<file path="config.mk">
export PLATFORM = sky130hd
export DESIGN_NAME = regptr_top
export DESIGN_NICKNAME = d
export VERILOG_FILES = /design/src/rtl/regptr_pkg.sv /design/src/rtl/regptr_decode.sv /design/src/rtl/regptr_step.sv /design/src/rtl/regptr_top.sv
export SDC_FILE = /design/constraint.sdc
export NUM_CORES = 1
export LEC_CHECK = 0
export ABC_CLOCK_PERIOD_IN_PS = 1740
export BUFFER_PORTS_ARGS = -buffer_cell sky130_fd_sc_hd__buf_2
export CAP_MARGIN = 20
export CORE_MARGIN = 3
export CORE_UTILIZATION = 45
export CTS_BUF_LIST = sky130_fd_sc_hd__clkbuf_2
export CTS_CLUSTER_SIZE = 25
export DETAILED_ROUTE_END_ITERATION = 12
export GPL_ROUTABILITY_DRIVEN = 1
export PLACE_DENSITY = 0.83
export SKIP_LAST_GASP = 1
export SYNTH_ARGS = -nofsm -noshare
export SYNTH_HDL_FRONTEND = slang
export SYNTH_SLANG_ARGS = --single-unit
</file>
<file path="constraint.sdc">
create_clock -name clk -period 1.74 [get_ports clk]
set_input_delay 0.174 -clock clk [delete_from_list [all_inputs] [get_ports clk]]
set_output_delay 0.174 -clock clk [all_outputs]
set_load 0.005 [all_outputs]
</file>
<file path="src/rtl/regptr_pkg.sv">
package regptr_pkg;

    localparam int ADDR_W  = 8;
    localparam int IDX_W   = 4;
    localparam int NREG    = 11;
    localparam logic [ADDR_W-1:0] SEP_A_LAST = ADDR_W'(NREG - 1);
    localparam logic [ADDR_W-1:0] SEP_B_BASE = 8'h10;
    localparam logic [ADDR_W-1:0] SEP_B_LAST = SEP_B_BASE + SEP_A_LAST;
    localparam logic [ADDR_W-1:0] PAIR_LAST  = ADDR_W'(2 * NREG - 1);

    typedef enum logic [IDX_W-1:0] {
        R_DIR, R_INV, R_CHG_EN, R_REF, R_CMP_SEL, R_CFG,
        R_PULL, R_FLAG, R_SNAP, R_PIN, R_LATCH
    } reg_kind_t;

    typedef enum logic {LAYOUT_PAIR = 1'b0, LAYOUT_SEP = 1'b1} layout_t;

    typedef struct packed {
        logic      valid;
        reg_kind_t kind;
        logic      port_b;
    } slot_t;

    typedef struct packed {
        layout_t layout;
        logic    incr;
    } mode_t;

endpackage

</file>
<file path="src/rtl/regptr_decode.sv">
module regptr_decode
    import regptr_pkg::*;
(
    input  logic [ADDR_W-1:0] addr,
    input  layout_t           layout,
    output slot_t             slot
);
    logic [3:0] hi_nib;
    logic [3:0] lo_nib;

    assign hi_nib = addr[7:4];
    assign lo_nib = addr[3:0];

    always_comb begin
        slot = '{valid: 1'b0, kind: R_DIR, port_b: 1'b0};
        if (layout == LAYOUT_SEP) begin
            if (hi_nib <= 4'd1 && {4'd0, lo_nib} <= SEP_A_LAST) begin
                slot.valid  = 1'b1;
                slot.kind   = reg_kind_t'(lo_nib);
                slot.port_b = hi_nib[0];
            end
        end else begin
            if (addr <= PAIR_LAST) begin
                slot.valid  = 1'b1;
                slot.kind   = reg_kind_t'(addr[IDX_W:1]);
                slot.port_b = addr[0];
            end
        end
    end
endmodule

</file>
<file path="src/rtl/regptr_step.sv">
module regptr_step
    import regptr_pkg::*;
(
    input  logic [ADDR_W-1:0] cur,
    input  mode_t             mode,
    output logic [ADDR_W-1:0] nxt
);
    always_comb begin
        if (!mode.incr) begin
            nxt = (mode.layout == LAYOUT_SEP) ? cur : {cur[ADDR_W-1:1], ~cur[0]};
        end else if (mode.layout == LAYOUT_SEP) begin
            if (cur == SEP_A_LAST)
                nxt = SEP_B_BASE;
            else if (cur >= SEP_B_LAST)
                nxt = '0;
            else
                nxt = cur + 1'b1;
        end else begin
            nxt = (cur >= PAIR_LAST) ? '0 : cur + 1'b1;
        end
    end
endmodule

</file>
<file path="src/rtl/regptr_top.sv">
module regptr_top
    import regptr_pkg::*;
(
    input  logic              clk,
    input  logic              rst,
    input  logic              load_stb,
    input  logic [ADDR_W-1:0] load_addr,
    input  logic              byte_stb,
    input  logic              bank_sep,
    input  logic              incr_en,
    output logic [ADDR_W-1:0] ptr,
    output logic [IDX_W-1:0]  reg_idx,
    output logic              port_b,
    output logic              addr_valid
);
    logic [ADDR_W-1:0] ptr_q;
    logic [ADDR_W-1:0] ptr_step;
    mode_t             mode_now;
    slot_t             slot;

    assign mode_now = '{layout: layout_t'(bank_sep), incr: incr_en};

    regptr_step u_step (
        .cur  (ptr_q),
        .mode (mode_now),
        .nxt  (ptr_step)
    );

    always_ff @(posedge clk) begin
        if (rst)
            ptr_q <= '0;
        else if (load_stb)
            ptr_q <= load_addr;
        else if (byte_stb)
            ptr_q <= ptr_step;
    end

    regptr_decode u_dec (
        .addr   (ptr_q),
        .layout (mode_now.layout),
        .slot   (slot)
    );

    assign ptr        = ptr_q;
    assign reg_idx    = slot.kind;
    assign port_b     = slot.port_b;
    assign addr_valid = slot.valid;
endmodule

</file>
==> results of run 1 <==
==> repair_timing <==
| action | 4_1_cts | 5_1_grt |
|---|---|---|
| pin swaps | 9 | 4 |
| resized for setup | 14 | 5 |
| buffers inserted | 2 | 0 |
| setup endpoints to repair | 6 | 11 |
==> worst min-delay path by stage <==
stage                         to         start  cells after the start  slack [ns]
after global routing      ptr[6]  load_addr[6]                      3        0.16
after floorplan           ptr[6]  load_addr[6]                      2        0.31
after detailed placement  ptr[6]  load_addr[6]                      3        0.43
final                     ptr[6]  load_addr[6]                      3        0.16
after global placement    ptr[6]  load_addr[6]                      3        0.42
after CTS                 ptr[6]  load_addr[6]                      3        0.16
==> logic make-up (layout without fill, tap and decap cells) <==
group                    Yosys count  count (layout)  synth area share, %
flip-flops                         8               8                 22.2
buffers and inverters             13              40                 7.63
multiplexers                       3               3                 4.33
adder cells (fa/ha/maj)            4               4                 6.93
AND/OR/NAND/NOR                   28              28                 24.8
XOR/XNOR                           1               1                 1.21
AO/OA/AOI/OAI                     31              31                 32.9
==> worst max-delay path: cells and delay by family (launching register included) <==
| kind | cells | cell delay (ns) |
|---|---|---|
| AO/OA/AOI/OAI | 1 | 0.08 |
| adder cells (fa/ha/maj) | 1 | 0.16 |
| buffers and inverters | 2 | 0.17 |
| flip-flops | 1 | 0.36 |
| AND/OR/NAND/NOR | 3 | 0.65 |
==> metrics by stage <==
step	setup WS, ns	util [%]	total power, mW	TNS (ns)	hold WS (ns)
floorplan	0.0181	-	0.328	0	0.310
global placement	0.0537	61.9	0.384	0	0.416
detailed placement	-0.0127	61.9	0.392	-0.0285	0.425
CTS	-0.0575	67.1	0.525	-0.295	0.157
global route	-0.180	68.9	0.569	-1.03	0.158
finish	-0.0975	68.9	0.532	-0.508	0.159
==> cell usage after synthesis, types with 2 or more instances <==
library cell  n
nand3_1       3
a21oi_1       8
clkbuf_1      5
buf_2         2
nor3b_1       4
o21ai_0       2
o31ai_2       2
nand3b_1      3
nand2b_1      2
a211oi_1      3
a22o_1        5
inv_1         4
a21o_1        2
mux2i_1       2
ha_1          4
nand2_1       5
dfxtp_1       8
nand4b_1      2
==> cells in the final DEF (no fill, tap or decap), types with 2 or more instances in the layout <==
cell	instances
a22o_1	5
inv_1	2
a211oi_1	2
buf_2	27
nand2b_1	2
ha_4	2
mux2i_1	2
nand2_1	5
clkbuf_2	3
and3b_2	2
nor3b_1	3
nand4b_1	2
nand3b_1	3
dfxtp_1	6
nand3_1	3
a21o_1	2
a21oi_1	7
buf_4	6
==> where the power goes <==
part,switching [mW],internal [mW],total (mW)
logic,0.102,0.101,0.203
registers,0.0219,0.195,0.217
clock network,0.0656,0.0469,0.113
total,0.189,0.343,0.532
==> layer usage <==
layer	vias to the layer above	share of wire (%)
met3	5	6.8
met1	354	45
li1	387	-
met2	35	46
met4	0	1.9
met5	-	0
==> cell type report <==
type	instances	area, µm²	area share (%)
clock buffer	3	15.0	1.56
inverter	4	17.5	1.82
tap	15	18.8	1.95
timing repair buffer	33	180	18.7
multi-input combinational	67	567	58.8
sequential	8	165	17.1
==> reports/results.ini, run 1 <==
[run_status]
outcome=finished with violations
violations=setup timing

[finish]
final_nets=135
finalInstanceArea_um2=963
drive_above_1_share_pct=48.7
area_delta_synth_final_pct=33.4
fin_cells=130
num-fill-cells=117
antenna_cells=0
largest_reg_flops=8

[global_route]
grt_pass1_vias=719
grt_pass1_wl_mm=3.31
grt_use_met1_pct=27.6
grt_max_degree=19
grt_use_total_pct=21.7
antenna_found_initial=0
grt.met2_usage_pct=33.0
grt_overflow=0
use_met3_pct=5.47
busiest_layer=met2

[synth]
synth_ff_type=dfxtp_1
synth_area_um2=722
yosysWarningCount=0
synth_area_per_cell_um2=8.20
syn_inst=88
synth_area_leaders=dfxtp_1 (22%), ha_1 (6.9%), a22o_1 (6.1%), a21oi_1 (5.5%), nor3b_1 (4.2%)
ys_ff_latch=8
synth.distinct_cells=40
synth-async-reset-ratio_pct=0
synth_fp_nets=106
synth_edf_count=0
ys_seq_area_share_pct=22.2
synth_top_area_cell=dfxtp_1
synth_top_area_share_pct=22.2

[sta]
relSlewSlack_pct=71.2
worst_slew_pin_slew_ns=0.431
finalHoldViolCount=0
slew_viol_final=0
setup_ws_ns=-0.0975
layout_min_cycle_time_ns=1.84
min_period_over_period_pct=106
setup_viol=6
finClkSkew_ns=0.00634
rsz0062_at_grt=true
fmax_mhz=544

[floorplan]
start_util_pct=51.6
dieArea_um2=2120
placementRows=13
io_pins=28
die_h_um=46.1
die_x_um=46.1
core_um2=1400

[clocking]
clock-root-buffer=clkbuf_2
clk_latency_ns=0.25
cts.sinks=8
ctsHoldBuffers=0
cts_tree=done
path_clk_slew_ns=0.08
clockBufferDepth=2
h-tree-depth=1
cts_made_buffers=3

[critical_path]
timing.rr.end=ptr[3]
crit_path_max_incr_delay_ns=0.36
ff2ff_path_depth=7
cp_max_fo=6
end_kind=output port
cp.required_ns=1.57
crit_end=addr_valid
cp_data_arrival_time_ns=1.66
crit_chain=inv_4 > ha_4 > nor3b_2 > o21ai_1 > and3b_2 > or2_1 > buf_2
r2r_slack_ns=0.11
crit_start=ptr[1]
path_class=register to output port
r2r_start=ptr[1]
cp_slowest_cell=dfxtp_2
worstSetupStartpointType=register

[routing]
drc_errors=0
routed_wl_mm=1.91
via_per_inst=6.01
ant_nets=0
wl_per_cell_um=14.7
first_pass_iters=4
drt_iter0_drc=30
vias=781

[hold_path]
hold_path_class=primary input to register

[power_and_ir_drop]
p_leak_nw=0.428
ir_worst_vdd_v=0.000394
p_per_area_nw_per_um2=553

[placement]
port_buffers=27
placed_cells=125
hpwl_mm=1.39
gp_congestion=0.840
placed_cell_area_um2=866

[job]
cap_violations=0

Power figures use the tool's default switching activity.
==> run 2: changes to the inputs <==
- CORE_UTILIZATION: 45 -> 42
- CTS_BUF_LIST: sky130_fd_sc_hd__clkbuf_2 -> sky130_fd_sc_hd__clkbuf_8 sky130_fd_sc_hd__clkbuf_16
- PLACE_DENSITY: 0.83 -> 0.78
==> run 2 against run 1 <==
Effect of this change: the run still ends with setup timing left; final area up 0.39%; global-route usage down 2.5 points; wire length decreased by 4.6%; combinational power down 5%; critical endpoint is now port_b; largest cell class unchanged; largest power group is now the clock network; highest routed layer unchanged.
==> reports/results.ini, run 2 (synthesized netlist as in run 1, its figures left out) <==
[run_status]
outcome=finished with violations  ; unchanged
violations=setup timing  ; unchanged

[clocking]
clk_latency_ns=0.23  ; was 0.25 ns
cts_tree=done  ; unchanged
cts_made_buffers=3  ; unchanged
h-tree-depth=1  ; unchanged
clock-root-buffer=clkbuf_8  ; was clkbuf_2
path_clk_slew_ns=0.04  ; was 0.08 ns
cts.sinks=8  ; unchanged
clockBufferDepth=2  ; unchanged

[finish]
num-fill-cells=141  ; was 117
drive_above_1_share_pct=47.0  ; was 48.7%
mostFrequentLayoutCells=buf_2 (27), a21oi_1 (7), buf_4 (6)  ; was buf_2 (27), a21oi_1 (7), buf_4 (6), dfxtp_1 (6)
final_core_util_pct=62.0  ; was 68.9%
antenna_cells=0  ; unchanged
finalInstanceArea_um2=967  ; was 963 µm²
fin_cells=131  ; was 130
final_common_cell=buf_2  ; unchanged
area_delta_synth_final_pct=34.0  ; was 33.4%
final_nets=135  ; unchanged
largest_reg_flops=8  ; unchanged

[routing]
first_pass_iters=4  ; unchanged
vias=783  ; was 781
ant_nets=0  ; unchanged
drc_errors=0  ; unchanged
routed_wl_mm=1.82  ; was 1.91 mm
drt_iter0_drc=5  ; was 30
wl_per_cell_um=13.9  ; was 14.7 µm
via_per_inst=5.98  ; was 6.01

[sta]
slew_viol_final=0  ; unchanged
worst_slew_pin_slew_ns=0.442  ; was 0.431 ns
finClkSkew_ns=0.000855  ; was 0.00634 ns
layout_min_cycle_time_ns=1.76  ; was 1.84 ns
finalHoldViolCount=0  ; unchanged
setup-tns-final_ns=-0.0524  ; was -0.508 ns
min_period_over_period_pct=101  ; was 106%
fmax_mhz=567  ; was 544 MHz
setup_ws_ns=-0.0237  ; was -0.0975 ns
setup_viol=3  ; was 6
rsz0062_at_grt=true  ; unchanged
relSlewSlack_pct=70.4  ; was 71.2%

[power_and_ir_drop]
p_leak_nw=0.431  ; was 0.428 nW
p_total_mw=0.635  ; was 0.532 mW
switching_share_pct=30.2  ; was 35.5%
p_sw_mw=0.192  ; was 0.189 mW
clockPowerShare_pct=35.7  ; was 21.1%
combPwrFrac_pct=30.3  ; was 38.0%
p_per_area_nw_per_um2=656  ; was 553 nW/µm²
ir_worst_vdd_v=0.000573  ; was 0.000394 V
seq_power_share_pct=34.0  ; was 40.8%
p_int_mw=0.443  ; was 0.343 mW

[floorplan]
placementRows=14  ; was 13
io_pins=28  ; unchanged
start_util_pct=46.3  ; was 51.6%
die_x_um=47.5  ; was 46.1 µm
die_h_um=47.5  ; was 46.1 µm
dieArea_um2=2250  ; was 2120 µm²
core_um2=1560  ; was 1400 µm²

[global_route]
grt_pass1_vias=681  ; was 719
grt_pass1_wl_mm=2.96  ; was 3.31 mm
grt_use_total_pct=19.2  ; was 21.7%
grt_overflow=0  ; unchanged
grt_max_degree=19  ; unchanged
antenna_found_initial=0  ; unchanged

[critical_path]
cp.required_ns=1.57  ; about the same
end_kind=output port  ; unchanged
cp_slowest_cell=dfxtp_4  ; was dfxtp_2
worstSetupStartpointType=register  ; unchanged
cp_num_buf_inv=2  ; unchanged
path_class=register to output port  ; unchanged
crit_path_max_incr_delay_ns=0.37  ; was 0.36 ns
crit_family=simple AND/OR/NAND/NOR gates  ; unchanged
cp_data_arrival_time_ns=1.59  ; was 1.66 ns
crit_chain=inv_4 > ha_4 > nor3b_2 > o21ai_1 > and3b_2 > a22o_1 > buf_2  ; was inv_4 > ha_4 > nor3b_2 > o21ai_1 > and3b_2 > or2_1 > buf_2
cp_max_fo=6  ; unchanged

[job]
cap_violations=0  ; unchanged

[placement]
hpwl_mm=1.38  ; was 1.39 mm
gp_congestion=0.814  ; was 0.840
placed_cell_area_um2=875  ; was 866 µm²
placed_cells=127  ; was 125
port_buffers=27  ; unchanged

[hold_path]
hold_path_class=primary input to register  ; unchanged

[run 2: what timing repair did]
item,CTS,global route
hold buffers,0,0
endpoints found under the setup margin,6,8
hold endpoints to repair,0,0
resized for setup,12,3
pin swaps,9,3
buffers inserted,1,0
cloned,0,0
[run 2: final cells by class]
cell class	instances	area (µm²)	share of cell area, %
multi-input cells	67	542	56.0
well taps	16	20.0	2.07
flip-flops and latches	8	166	17.2
clock buffers	3	41.3	4.27
repair buffers	33	180	18.6
inverters	4	17.5	1.81
[run 2: worst register-to-register path: cells and delay by family, from the launching register on]
kind | cells | cell delay [ns]
compound gates | 3 | 0.60
fa+ha+maj | 1 | 0.18
buf+inv | 2 | 0.15
flops | 1 | 0.35
simple gates | 1 | 0.18
[run 2: metal layers]
metal,track usage [%],wire length (µm),up-vias,part of all wire (%)
met1,25.1,836,369,46
li1,-,-,386,-
met3,5.64,98,4,5.4
met5,0,0,-,0
met2,27.3,849,24,47
met4,12.2,35,0,1.9
[run 2: path summary, 6_finish.rpt]
kind,from,end,slack (ns),depth (start not counted)
setup / recovery,ptr[0],port_b,-0.02,7
hold / removal,load_addr[6],ptr[6],0.19,3
setup reg to reg,ptr[0],ptr[1],0.13,7
hold reg to reg,ptr[7],ptr[7],0.53,2
[run 2: power groups by stage]
stage                     Clock (mW)  Sequential, mW  Combinational, mW
after floorplan                    0           0.212              0.116
after CTS                      0.229           0.215              0.190
after global placement             0           0.215              0.172
after global routing           0.239           0.219              0.214
final                          0.226           0.216              0.193
after detailed placement           0           0.215              0.177
[run 2: per-stage QoR]
step / hold slack (ns) / worst slack [ns]
after floorplan: 0.310 / 0.0181
after global placement: 0.416 / 0.142
after detailed placement: 0.429 / 0.101
after CTS: 0.187 / -0.0165
after global routing: 0.193 / -0.0925
final: 0.190 / -0.0237
==> run 3: changes to the inputs <==
- CORE_UTILIZATION: 42 -> 45
- PLACE_DENSITY: 0.78 -> 0.79
- SYNTH_HIERARCHICAL: not set -> 1
==> run 3 against run 2 <==
Effect of this change: the run now ends clean; sequential power up 4%; power increased by 12%; core utilization grew 6.4 points; clock power down 3%; first-iteration DRC count rose to 5.4 times the previous value; setup slack better by 0.068 ns; critical path depth up 1; non-clock buffer count grew 4; fmax grew 4.0%; synthesized area increased by 24%.
==> reports/results.ini, run 3 <==
[hold_path]
hold_path_depth=2  ; was 3
hold_path_class=primary input to register  ; unchanged

[job]
cap_violations=0  ; unchanged

[placement]
port_buffers=27  ; unchanged
placed_cells=171  ; was 127
gp_congestion=0.929  ; was 0.814
placed_cell_area_um2=1090  ; was 875 µm²
hpwl_mm=1.87  ; was 1.38 mm
pre_cts_ws_ns=-0.0640  ; was 0.101 ns

[synth]
yosysWarningCount=6  ; was 0
synth_edf_count=0  ; unchanged
synth_top_area_share_pct=17.8  ; was 22.2%
synth_ff_type=dfxtp_1  ; unchanged
synth_area_leaders=dfxtp_1 (18%), mux2i_1 (10%), a211oi_1 (8.4%), nor2b_1 (8.4%), ha_1 (5.6%)  ; was dfxtp_1 (22%), ha_1 (6.9%), a22o_1 (6.1%), a21oi_1 (5.5%), nor3b_1 (4.2%)
ys_seq_area_share_pct=17.8  ; was 22.2%
synth_most_common_cell=nor2b_1
synth.distinct_cells=40  ; unchanged
ys_ff_latch=8  ; unchanged
synth_commonest_cells=nor2b_1 (12), a211oi_1 (10), inv_1 (9), mux2i_1 (9), dfxtp_1 (8)  ; was a21oi_1 (8), dfxtp_1 (8), a22o_1 (5), clkbuf_1 (5), nand2_1 (5)
synth_top_area_cell=dfxtp_1  ; unchanged
synth_area_per_cell_um2=7.68  ; was 8.20 µm²
synth_area_um2=898  ; was 722 µm²
synth_fp_nets=135  ; was 106
syn_inst=117  ; was 88
synth-async-reset-ratio_pct=0  ; unchanged

[clocking]
clock-root-buffer=clkbuf_8  ; unchanged
clockBufferDepth=2  ; unchanged
path_clk_slew_ns=0.04  ; about the same
cts_tree=done  ; unchanged
ctsHoldBuffers=0  ; unchanged
h-tree-depth=1  ; unchanged
cts.sinks=8  ; unchanged
cts_made_buffers=3  ; unchanged
clk_latency_ns=0.22  ; was 0.23 ns

[sta]
slew_viol_final=0  ; unchanged
setup_viol=0  ; was 3
setup-tns-final_ns=0  ; was -0.0524 ns
layout_min_cycle_time_ns=1.70  ; was 1.76 ns
min_period_over_period_pct=97.4  ; was 101%
setup_ws_ns=0.0447  ; was -0.0237 ns
worst_slew_pin_slew_ns=0.268  ; was 0.442 ns
holdWs_ns=0.232  ; was 0.190 ns
finalHoldViolCount=0  ; unchanged
rsz0062_at_grt=true  ; unchanged
relSlewSlack_pct=82.0  ; was 70.4%
fmax_mhz=590  ; was 567 MHz
finClkSkew_ns=0.000639  ; was 0.000855 ns

[floorplan]
dieArea_um2=2570  ; was 2250 µm²
start_util_pct=49.9  ; was 46.3%
placementRows=15  ; was 14
core_um2=1800  ; was 1560 µm²
die_x_um=50.7  ; was 47.5 µm
io_pins=28  ; unchanged
die_h_um=50.7  ; was 47.5 µm

[finish]
area_delta_synth_final_pct=37.2  ; was 34.0%
fin_cells=175  ; was 131
antenna_cells=0  ; unchanged
mostFrequentLayoutCells=buf_2 (27), nor2b_1 (12), mux2i_1 (9), buf_4 (9)  ; was buf_2 (27), a21oi_1 (7), buf_4 (6)
drive_above_1_share_pct=44.0  ; was 47.0%
final_nets=170  ; was 135
final_common_cell=buf_2  ; unchanged
final_core_util_pct=68.4  ; was 62.0%
finalInstanceArea_um2=1230  ; was 967 µm²
largest_reg_flops=8  ; unchanged

[global_route]
grt_max_degree=15  ; was 19
grt_use_total_pct=21.3  ; was 19.2%
grt_use_met1_pct=28.3  ; was 25.1%
grt_pass1_wl_mm=4.27  ; was 2.96 mm
grt.met2_usage_pct=37.0  ; was 27.3%
use_met3_pct=1.78  ; was 5.64%
antenna_found_initial=0  ; unchanged
grt_pass1_vias=921  ; was 681
grt_overflow=0  ; unchanged
busiest_layer=met2  ; unchanged

[critical_path]
crit_path_max_incr_delay_ns=0.37  ; about the same
path_class=register to register  ; was register to output port
ff2ff_path_depth=8  ; was 7
cp_slowest_cell=dfxtp_4  ; unchanged
r2r_slack_ns=0.04  ; was 0.13 ns
end_kind=register  ; was output port
cp.required_ns=1.84  ; was 1.57 ns
cp_data_arrival_time_ns=1.80  ; was 1.59 ns
worstSetupStartpointType=register  ; unchanged
cp_max_fo=4  ; was 6
crit_chain=buf_6 > ha_4 > nand3b_1 > or2b_4 > a41oi_1 > o22ai_2 > mux2i_1 > a211oi_1  ; was inv_4 > ha_4 > nor3b_2 > o21ai_1 > and3b_2 > a22o_1 > buf_2

[power_and_ir_drop]
ir_worst_vdd_v=0.000591  ; was 0.000573 V
p_total_mw=0.713  ; was 0.635 mW
p_leak_nw=0.524  ; was 0.431 nW
p_per_area_nw_per_um2=579  ; was 656 nW/µm²

[routing]
first_pass_iters=4  ; unchanged
drt_iter0_drc=27  ; was 5
ant_nets=0  ; unchanged
drc_errors=0  ; unchanged
wl_per_cell_um=15.3  ; was 13.9 µm
routed_wl_mm=2.69  ; was 1.82 mm
via_per_inst=5.87  ; was 5.98
vias=1028  ; was 783

[run_status]
outcome=complete, no violations  ; was finished with violations

## run 3: cell types whose count changed after synthesis, sizes merged, moves of 4 or more
cell	delta
nor2	+4
inv	+7
o21ai	+5
a211oi	+7
mux2i	+7
nor2b	+12
a22o	-5
nor3b	-4
a21oi	-4
## run 3: critical path: cells and delay by family (launching register included)
family,cells,cell delay [ns]
adder cells (fa/ha/maj),1,0.11
AO/OA/AOI/OAI,3,0.44
AND/OR/NAND/NOR,2,0.39
flip-flops,1,0.37
multiplexers,1,0.14
buffers and inverters,1,0.12
## run 3: path summary, 6_finish.rpt
check,startpoint,end
max,ptr[1],ptr[2]
max reg2reg,ptr[1],ptr[2]
min reg2reg,ptr[5],ptr[5]
min,rst,ptr[3]
## run 3: cell type report
cell class | count | area, µm²
Fill cell | 150 | 569
Sequential cell | 8 | 171
Timing Repair Buffer | 37 | 214
Clock buffer | 3 | 41.3
Inverter | 11 | 48.8
Tap cell | 25 | 31.3
Multi-Input combinational cell | 91 | 726
## run 3: kinds of logic (layout without fill, tap and decap cells)
family | after synthesis | after routing | synth area share, %
AO/OA/AOI/OAI | 35 | 35 | 27.6
adder cells (fa/ha/maj) | 4 | 4 | 5.57
buffers and inverters | 18 | 51 | 9.33
flip-flops | 8 | 8 | 17.8
multiplexers | 9 | 9 | 10.0
AND/OR/NAND/NOR | 43 | 43 | 29.7
## run 3: repair_timing
| action | CTS | global route |
|---|---|---|
| buffers inserted | 0 | 1 |
| hold endpoints to repair | 0 | 0 |
| gates resized for setup | 1 | 24 |
| setup endpoints to repair | 1 | 6 |
| pin swaps | 1 | 11 |
## run 3: power breakdown
part | total, mW | internal (mW) | switching [mW]
sequential | 0.224 | 0.199 | 0.0248
clock | 0.219 | 0.150 | 0.0691
combinational | 0.270 | 0.125 | 0.145
total | 0.713 | 0.474 | 0.239
## run 3: metal layers
layer / routed length [µm] / share of wire, %
met5: 0 / 0
met4: 30 / 1.1
met3: 145 / 5.4
met2: 1310 / 49
met1: 1200 / 45
